### config.mk
export PLATFORM = sky130hd
export DESIGN_NAME = slot_scan_sched
export DESIGN_NICKNAME = d
export VERILOG_FILES = /design/src/rtl/slot_scan_pkg.sv /design/src/rtl/slot_scan_regs.sv /design/src/rtl/slot_scan_walker.sv /design/src/rtl/slot_scan_sched.sv
export SDC_FILE = /design/constraint.sdc
export NUM_CORES = 1
export LEC_CHECK = 0
export BUFFER_PORTS_ARGS = -buffer_cell sky130_fd_sc_hd__buf_2
export CAP_MARGIN = 10
export CORE_MARGIN = 3
export CORE_UTILIZATION = 30
export DETAILED_ROUTE_END_ITERATION = 8
export PLACE_DENSITY = 0.49
export SKIP_LAST_GASP = 1
export SLEW_MARGIN = 20
export SYNTH_ARGS = -nofsm -noshare
export SYNTH_HDL_FRONTEND = slang
export SYNTH_SLANG_ARGS = --single-unit
### constraint.sdc
create_clock -name clk -period 7.15 [get_ports clk]
set_input_delay 1.43 -clock clk [delete_from_list [all_inputs] [get_ports clk]]
set_output_delay 1.43 -clock clk [all_outputs]
set_load 0.01 [all_outputs]
### src/rtl/slot_scan_pkg.sv
package slot_scan_pkg;
    localparam logic [1:0] ADDR_LAST = 2'd0;
    localparam logic [1:0] ADDR_SKIP = 2'd1;
    localparam logic [1:0] ADDR_DONE = 2'd2;

    typedef enum logic {
        ST_SCAN = 1'b0,
        ST_BUSY = 1'b1
    } walk_st_e;
endpackage

### src/rtl/slot_scan_regs.sv
module slot_scan_regs
    import slot_scan_pkg::*;
#(
    parameter int NSLOT = 32,
    localparam int IDXW = $clog2(NSLOT)
) (
    input  logic             clk,
    input  logic             rst_n,
    input  logic             wr_en,
    input  logic             rd_en,
    input  logic [1:0]       addr,
    input  logic [NSLOT-1:0] wdata,
    output logic [NSLOT-1:0] rdata,
    input  logic             set_vld,
    input  logic [IDXW-1:0]  set_idx,
    output logic [NSLOT-1:0] last_map,
    output logic [NSLOT-1:0] skip_map
);
    typedef struct packed {
        logic [NSLOT-1:0] last;
        logic [NSLOT-1:0] skip;
        logic [NSLOT-1:0] done;
    } regs_t;

    regs_t s_d, s_q;
    logic [NSLOT-1:0] clr_mask;

    always_comb begin
        s_d = s_q;
        if (wr_en) begin
            case (addr)
                ADDR_LAST: s_d.last = wdata;
                ADDR_SKIP: s_d.skip = wdata;
                default:   ;
            endcase
        end
        // clear exactly what the read returns, then merge a new completion
        clr_mask = (rd_en && addr == ADDR_DONE) ? s_q.done : '0;
        s_d.done = s_q.done & ~clr_mask;
        if (set_vld) s_d.done[set_idx] = 1'b1;
    end

    always_ff @(posedge clk) begin
        if (!rst_n) begin
            s_q.last <= '0;
            s_q.skip <= '1;
            s_q.done <= '0;
        end else begin
            s_q <= s_d;
        end
    end

    always_comb begin
        case (addr)
            ADDR_LAST: rdata = s_q.last;
            ADDR_SKIP: rdata = s_q.skip;
            ADDR_DONE: rdata = s_q.done;
            default:   rdata = '0;
        endcase
    end

    assign last_map = s_q.last;
    assign skip_map = s_q.skip;

    // a completion is never lost, even when a clearing read hits the same cycle
    a_r9_cmpl_kept: assert property (@(posedge clk) disable iff (!rst_n)
        set_vld |=> s_q.done[$past(set_idx)]);

    // a read with no concurrent completion empties the map
    a_r8_read_clears: assert property (@(posedge clk) disable iff (!rst_n)
        (rd_en && addr == ADDR_DONE && !set_vld) |=> (s_q.done == '0));

    // a write to the completion address is ignored
    a_r10_done_ro: assert property (@(posedge clk) disable iff (!rst_n)
        (wr_en && addr == ADDR_DONE && !rd_en && !set_vld) |=> $stable(s_q.done));

    // skip map takes the written value
    a_r10_skip_wr: assert property (@(posedge clk) disable iff (!rst_n)
        (wr_en && addr == ADDR_SKIP) |=> (s_q.skip == $past(wdata)));
endmodule

### src/rtl/slot_scan_walker.sv
module slot_scan_walker
    import slot_scan_pkg::*;
#(
    parameter int NSLOT = 32,
    localparam int IDXW = $clog2(NSLOT)
) (
    input  logic             clk,
    input  logic             rst_n,
    input  logic [NSLOT-1:0] valid_i,
    input  logic [NSLOT-1:0] skip_map,
    input  logic [NSLOT-1:0] last_map,
    input  logic             cmpl_i,
    output logic             disp_stb_o,
    output logic [IDXW-1:0]  disp_idx_o,
    output logic             done_set_o,
    output logic [IDXW-1:0]  done_idx_o
);
    localparam logic [IDXW-1:0] TOP_IDX = IDXW'(NSLOT - 1);

    typedef struct packed {
        walk_st_e        st;
        logic [IDXW-1:0] ptr;
        logic [IDXW-1:0] cur;
        logic            stb;
    } walk_t;

    walk_t w_d, w_q;
    logic            eligible;
    logic [IDXW-1:0] ptr_nxt;

    always_comb begin
        w_d      = w_q;
        w_d.stb  = 1'b0;
        eligible = valid_i[w_q.ptr] & ~skip_map[w_q.ptr];
        ptr_nxt  = (last_map[w_q.ptr] || w_q.ptr == TOP_IDX) ? '0 : w_q.ptr + 1'b1;
        case (w_q.st)
            ST_SCAN: begin
                w_d.ptr = ptr_nxt;
                if (eligible) begin
                    w_d.st  = ST_BUSY;
                    w_d.cur = w_q.ptr;
                    w_d.stb = 1'b1;
                end
            end
            ST_BUSY: begin
                if (cmpl_i) w_d.st = ST_SCAN;
            end
            default: w_d.st = ST_SCAN;
        endcase
    end

    always_ff @(posedge clk) begin
        if (!rst_n) begin
            w_q.st  <= ST_SCAN;
            w_q.ptr <= '0;
            w_q.cur <= '0;
            w_q.stb <= 1'b0;
        end else begin
            w_q <= w_d;
        end
    end

    assign disp_stb_o = w_q.stb;
    assign disp_idx_o = w_q.cur;
    assign done_set_o = (w_q.st == ST_BUSY) && cmpl_i;
    assign done_idx_o = w_q.cur;

    // strobe never lasts two cycles
    a_r11_single_pulse: assert property (@(posedge clk) disable iff (!rst_n)
        disp_stb_o |=> !disp_stb_o);

    // nothing new while a slot is in flight
    a_r6_hold_in_flight: assert property (@(posedge clk) disable iff (!rst_n)
        (w_q.st == ST_BUSY && !cmpl_i) |=> (!disp_stb_o && $stable(disp_idx_o)));
endmodule

### src/rtl/slot_scan_sched.sv
module slot_scan_sched (
    input  logic        clk,
    input  logic        rst_n,
    input  logic [31:0] slot_valid_i,
    input  logic        cmpl_i,
    input  logic        reg_wr_i,
    input  logic        reg_rd_i,
    input  logic [1:0]  reg_addr_i,
    input  logic [31:0] reg_wdata_i,
    output logic [31:0] reg_rdata_o,
    output logic        disp_stb_o,
    output logic [4:0]  disp_idx_o
);
    localparam int NSLOT = 32;
    localparam int IDXW  = $clog2(NSLOT);

    logic [NSLOT-1:0] last_map, skip_map;
    logic             done_set;
    logic [IDXW-1:0]  done_idx;

    slot_scan_regs #(.NSLOT(NSLOT)) u_regs (
        .clk      (clk),
        .rst_n    (rst_n),
        .wr_en    (reg_wr_i),
        .rd_en    (reg_rd_i),
        .addr     (reg_addr_i),
        .wdata    (reg_wdata_i),
        .rdata    (reg_rdata_o),
        .set_vld  (done_set),
        .set_idx  (done_idx),
        .last_map (last_map),
        .skip_map (skip_map)
    );

    slot_scan_walker #(.NSLOT(NSLOT)) u_walker (
        .clk        (clk),
        .rst_n      (rst_n),
        .valid_i    (slot_valid_i),
        .skip_map   (skip_map),
        .last_map   (last_map),
        .cmpl_i     (cmpl_i),
        .disp_stb_o (disp_stb_o),
        .disp_idx_o (disp_idx_o),
        .done_set_o (done_set),
        .done_idx_o (done_idx)
    );

    // eligibility seen by the walker one cycle before each strobe
    logic [NSLOT-1:0] elig_prev_q;
    always_ff @(posedge clk) begin
        if (!rst_n) elig_prev_q <= '0;
        else        elig_prev_q <= slot_valid_i & ~skip_map;
    end

    // every dispatched slot was valid and unskipped when checked
    a_r2_dispatch_eligible: assert property (@(posedge clk) disable iff (!rst_n)
        disp_stb_o |-> elig_prev_q[disp_idx_o]);
endmodule

==> impl_metrics.csv <==
group,metric,value,unit
run_status,status,"complete, no violations",
global_routing,grt_pass1_wl,26590,um
route,num_vias,4794,
power,powerDensity,240.5,nW/um^2
setup_path,cp_max_fo,37,
logic_synthesis,postSynthCellCount,643,
power,p_leak,2.554,nW
die,die_w,139.4,um
run,cap_violations,0,
setup_path,worstSetupPathType,"input pin to output port",
finish,num_antenna_cells,0,
global_routing,grt_use_met2,0.2644,
timing,setup-tns-final,0,ns
cts,cts_made_buffers,9,
finish,fillers,1805,
global_routing,gr-total-overflow,0,
global_routing,met3_usage,0.03230,
logic_synthesis,syn_nets,716,
cts,cts_setup_buffers,0,
placed_design,placed_cells,925,
logic_synthesis,synth.area.top_cells,"dfxtp_1 40%, nand2_1 12%, mux2i_1 6.7%",
route,ant_nets,0,
logic_synthesis,ys_warn_count,0,
cts,cts_tree,"built",
logic_synthesis,async_flop_share,0,
cts,cts_resized,0,
cts,cts_root_buffer,"clkbuf_16",
timing,period_minus_slack,4.584,ns
timing,finalHoldViolCount,0,
timing,rsz0062_at_grt,"no",
route,first_pass_iters,5,
die,fp.dieH,139.4,um
global_routing,track_usage,0.1747,
timing,finalSetupViolations,0,
finish,fin_cells,941,
cts,postCtsHoldBufs,0,
global_routing,grt_max_degree,67,
finish,design_area,6299,sq um
finish,area_growth_syn_to_layout,17.95,%
timing,worst_slew_pin_slew,1.143,ns
finish,finalNetCount,784,
logic_synthesis,synth_top_area_frac,0.4049,
cts,clk_latency,0.35,ns
logic_synthesis,ys_types,43,
route,wirelength,17310,um
logic_synthesis,synth-edff-count,0,
setup_path,end_kind,"output port",
die,io_pins,109,
placed_design,gp_congestion,0.8179,
die,num_rows,48,
route,vias_per_cell,5.095,
power,vdd_ir_drop_max,0.0001681,V
timing,relSlewSlack,0.2322,
die,coreArea,17360,sq um
finish,layout-drive-gt1-share,0.2081,
global_routing,grt_pass1_vias,4563,
global_routing,antenna_found_initial,0,
route,drc,0,
cts,h-tree-depth,3,
logic_synthesis,synth.avg_cell_area,8.305,sq um
setup_path,arrival,3.15,ns
logic_synthesis,synth_ff_type,"dfxtp_1",
hold_path,holdCritPathClass,"flop to flop",
setup_path,crit_path_start_kind,"input pin",
cts,numClockSinks,108,
die,initial_core_util,0.3077,
placed_design,hpwlAfterDp,12550,um
cts,clkSlewWorstSetupHoldPaths,0.07,ns
cts,cts_buffer_depth,2,
global_routing,top_usage_layer,"met2",
timing,slew_violations,0,
timing,finalCritPeriodShare,0.6411,
global_routing,grtUsageMet1,0.2444,
placed_design,io_buffers,108,
die,dieArea,19440,sq um
logic_synthesis,synth_seq_cells,108,
logic_synthesis,netlist.top_cell.by_area,"dfxtp_1",
route,drtIter0Drc,355,
timing,clock-skew-final,0.005932,ns
logic_synthesis,synth.cell_area,5340,sq um
route,wire_per_inst,18.40,um
logic_synthesis,yosysSeqAreaShare,0.4049,
timing,fmax,0.2182,GHz
setup_path,required,5.72,ns
placed_design,placed_area,5968,sq um
==> logic make-up after synthesis <==
group,after synthesis,share of synthesized area
AOI/OAI and AO/OA,133,0.1748
xor gates and xnor gates,2,0.003281
adders and majority gates,2,0.004685
buffers and inverters,68,0.05459
DFF,108,0.4049
muxes,48,0.1139
and+or+nand+nor,282,0.2439
==> registers in the layout (all words and copies together) (netlist names) <==
| register | cells |
|---|---|
| u_walker.w_q | 6 |
| u_walker.disp_idx_o | 5 |
| u_regs.last_map | 32 |
| u_regs.s_q | 32 |
| u_regs.skip_map | 32 |
| u_walker.disp_stb_o | 1 |
==> power by group <==
part | total (mW) | switching, mW | leakage [nW] | internal [mW]
Clock | 0.548 | 0.231 | 0.159 | 0.317
Combinational | 0.283 | 0.159 | 1.52 | 0.124
Sequential | 0.684 | 0.0538 | 0.878 | 0.630
Total | 1.51 | 0.444 | 2.55 | 1.07
==> per-layer routing <==
layer | up-vias | share of wire
met5 | - | 0
met2 | 139 | 0.45
li1 | 2358 | -
met1 | 2269 | 0.47
met4 | 0 | 0.030
met3 | 28 | 0.049
==> worst max-delay path: stages <==
cell and delay (ns):
buf_2 0.82, nor2b_2 0.23, buf_4 0.29, nand2_1 0.10, o21ai_0 0.08, buf_2 0.17
==> Yosys cell counts (6+ instances only) <==
library cell,number
a21boi_0,32
a221oi_1,7
a22oi_1,32
a32oi_1,6
buf_4,8
clkbuf_1,41
dfxtp_1,108
inv_1,10
mux2i_1,36
mux4_2,10
nand2_1,168
nand3_1,27
nor2_1,21
nor2b_1,42
nor3b_1,6
o211ai_1,6
o21ai_0,34
==> path summary, 6_finish.rpt <==
path                            from                     end  slack (ns)  cells past startpoint
hold reg to reg   u_regs.last_map[6]      u_regs.last_map[6]        0.48                      2
setup reg to reg     u_walker.w_q[7]  u_walker.disp_idx_o[3]        4.11                      5
hold / removal    u_regs.last_map[6]      u_regs.last_map[6]        0.48                      2
setup / recovery       reg_addr_i[0]         reg_rdata_o[21]        2.57                      6
==> metrics by stage <==
| stage | hold WS (ns) | setup slack [ns] | total power, mW | util |
|---|---|---|---|---|
| final | 0.4799 | 2.566 | 1.515 | 0.3629 |
| after global routing | 0.5087 | 2.423 | 1.580 | 0.3629 |
| after CTS | 0.4811 | 2.554 | 1.527 | 0.3626 |
| after detailed placement | 0.4735 | 2.546 | 0.9821 | 0.3439 |
| after global placement | 0.4668 | 2.629 | 0.9784 | 0.3439 |
| after floorplan | 0.4527 | 3.111 | 0.8836 | - |
==> placed cells by master (no fill, tap or decap), drive strengths merged, types with 7 or more instances in the layout <==
| cell type | count |
|---|---|
| inv | 11 |
| dfxtp | 108 |
| buf | 115 |
| mux2i | 36 |
| nand3 | 27 |
| mux4 | 10 |
| nand2 | 168 |
| clkbuf | 10 |
| a221oi | 7 |
| o21ai | 34 |
| a21boi | 32 |
| nor2b | 42 |
| a22oi | 32 |
| nor2 | 21 |
==> final cells by class <==
class                   count  area, sq um  share of cell area
well taps                 225        281.5             0.04470
clock buffers              10        239.0             0.03794
clock inverters             6        86.33             0.01371
repair buffers            115        593.1             0.09416
multi-input cells         467         2899              0.4603
inverters                  10        37.54            0.005959
flip-flops and latches    108         2162              0.3433
No activity file was read; power rests on OpenSTA's default activity.
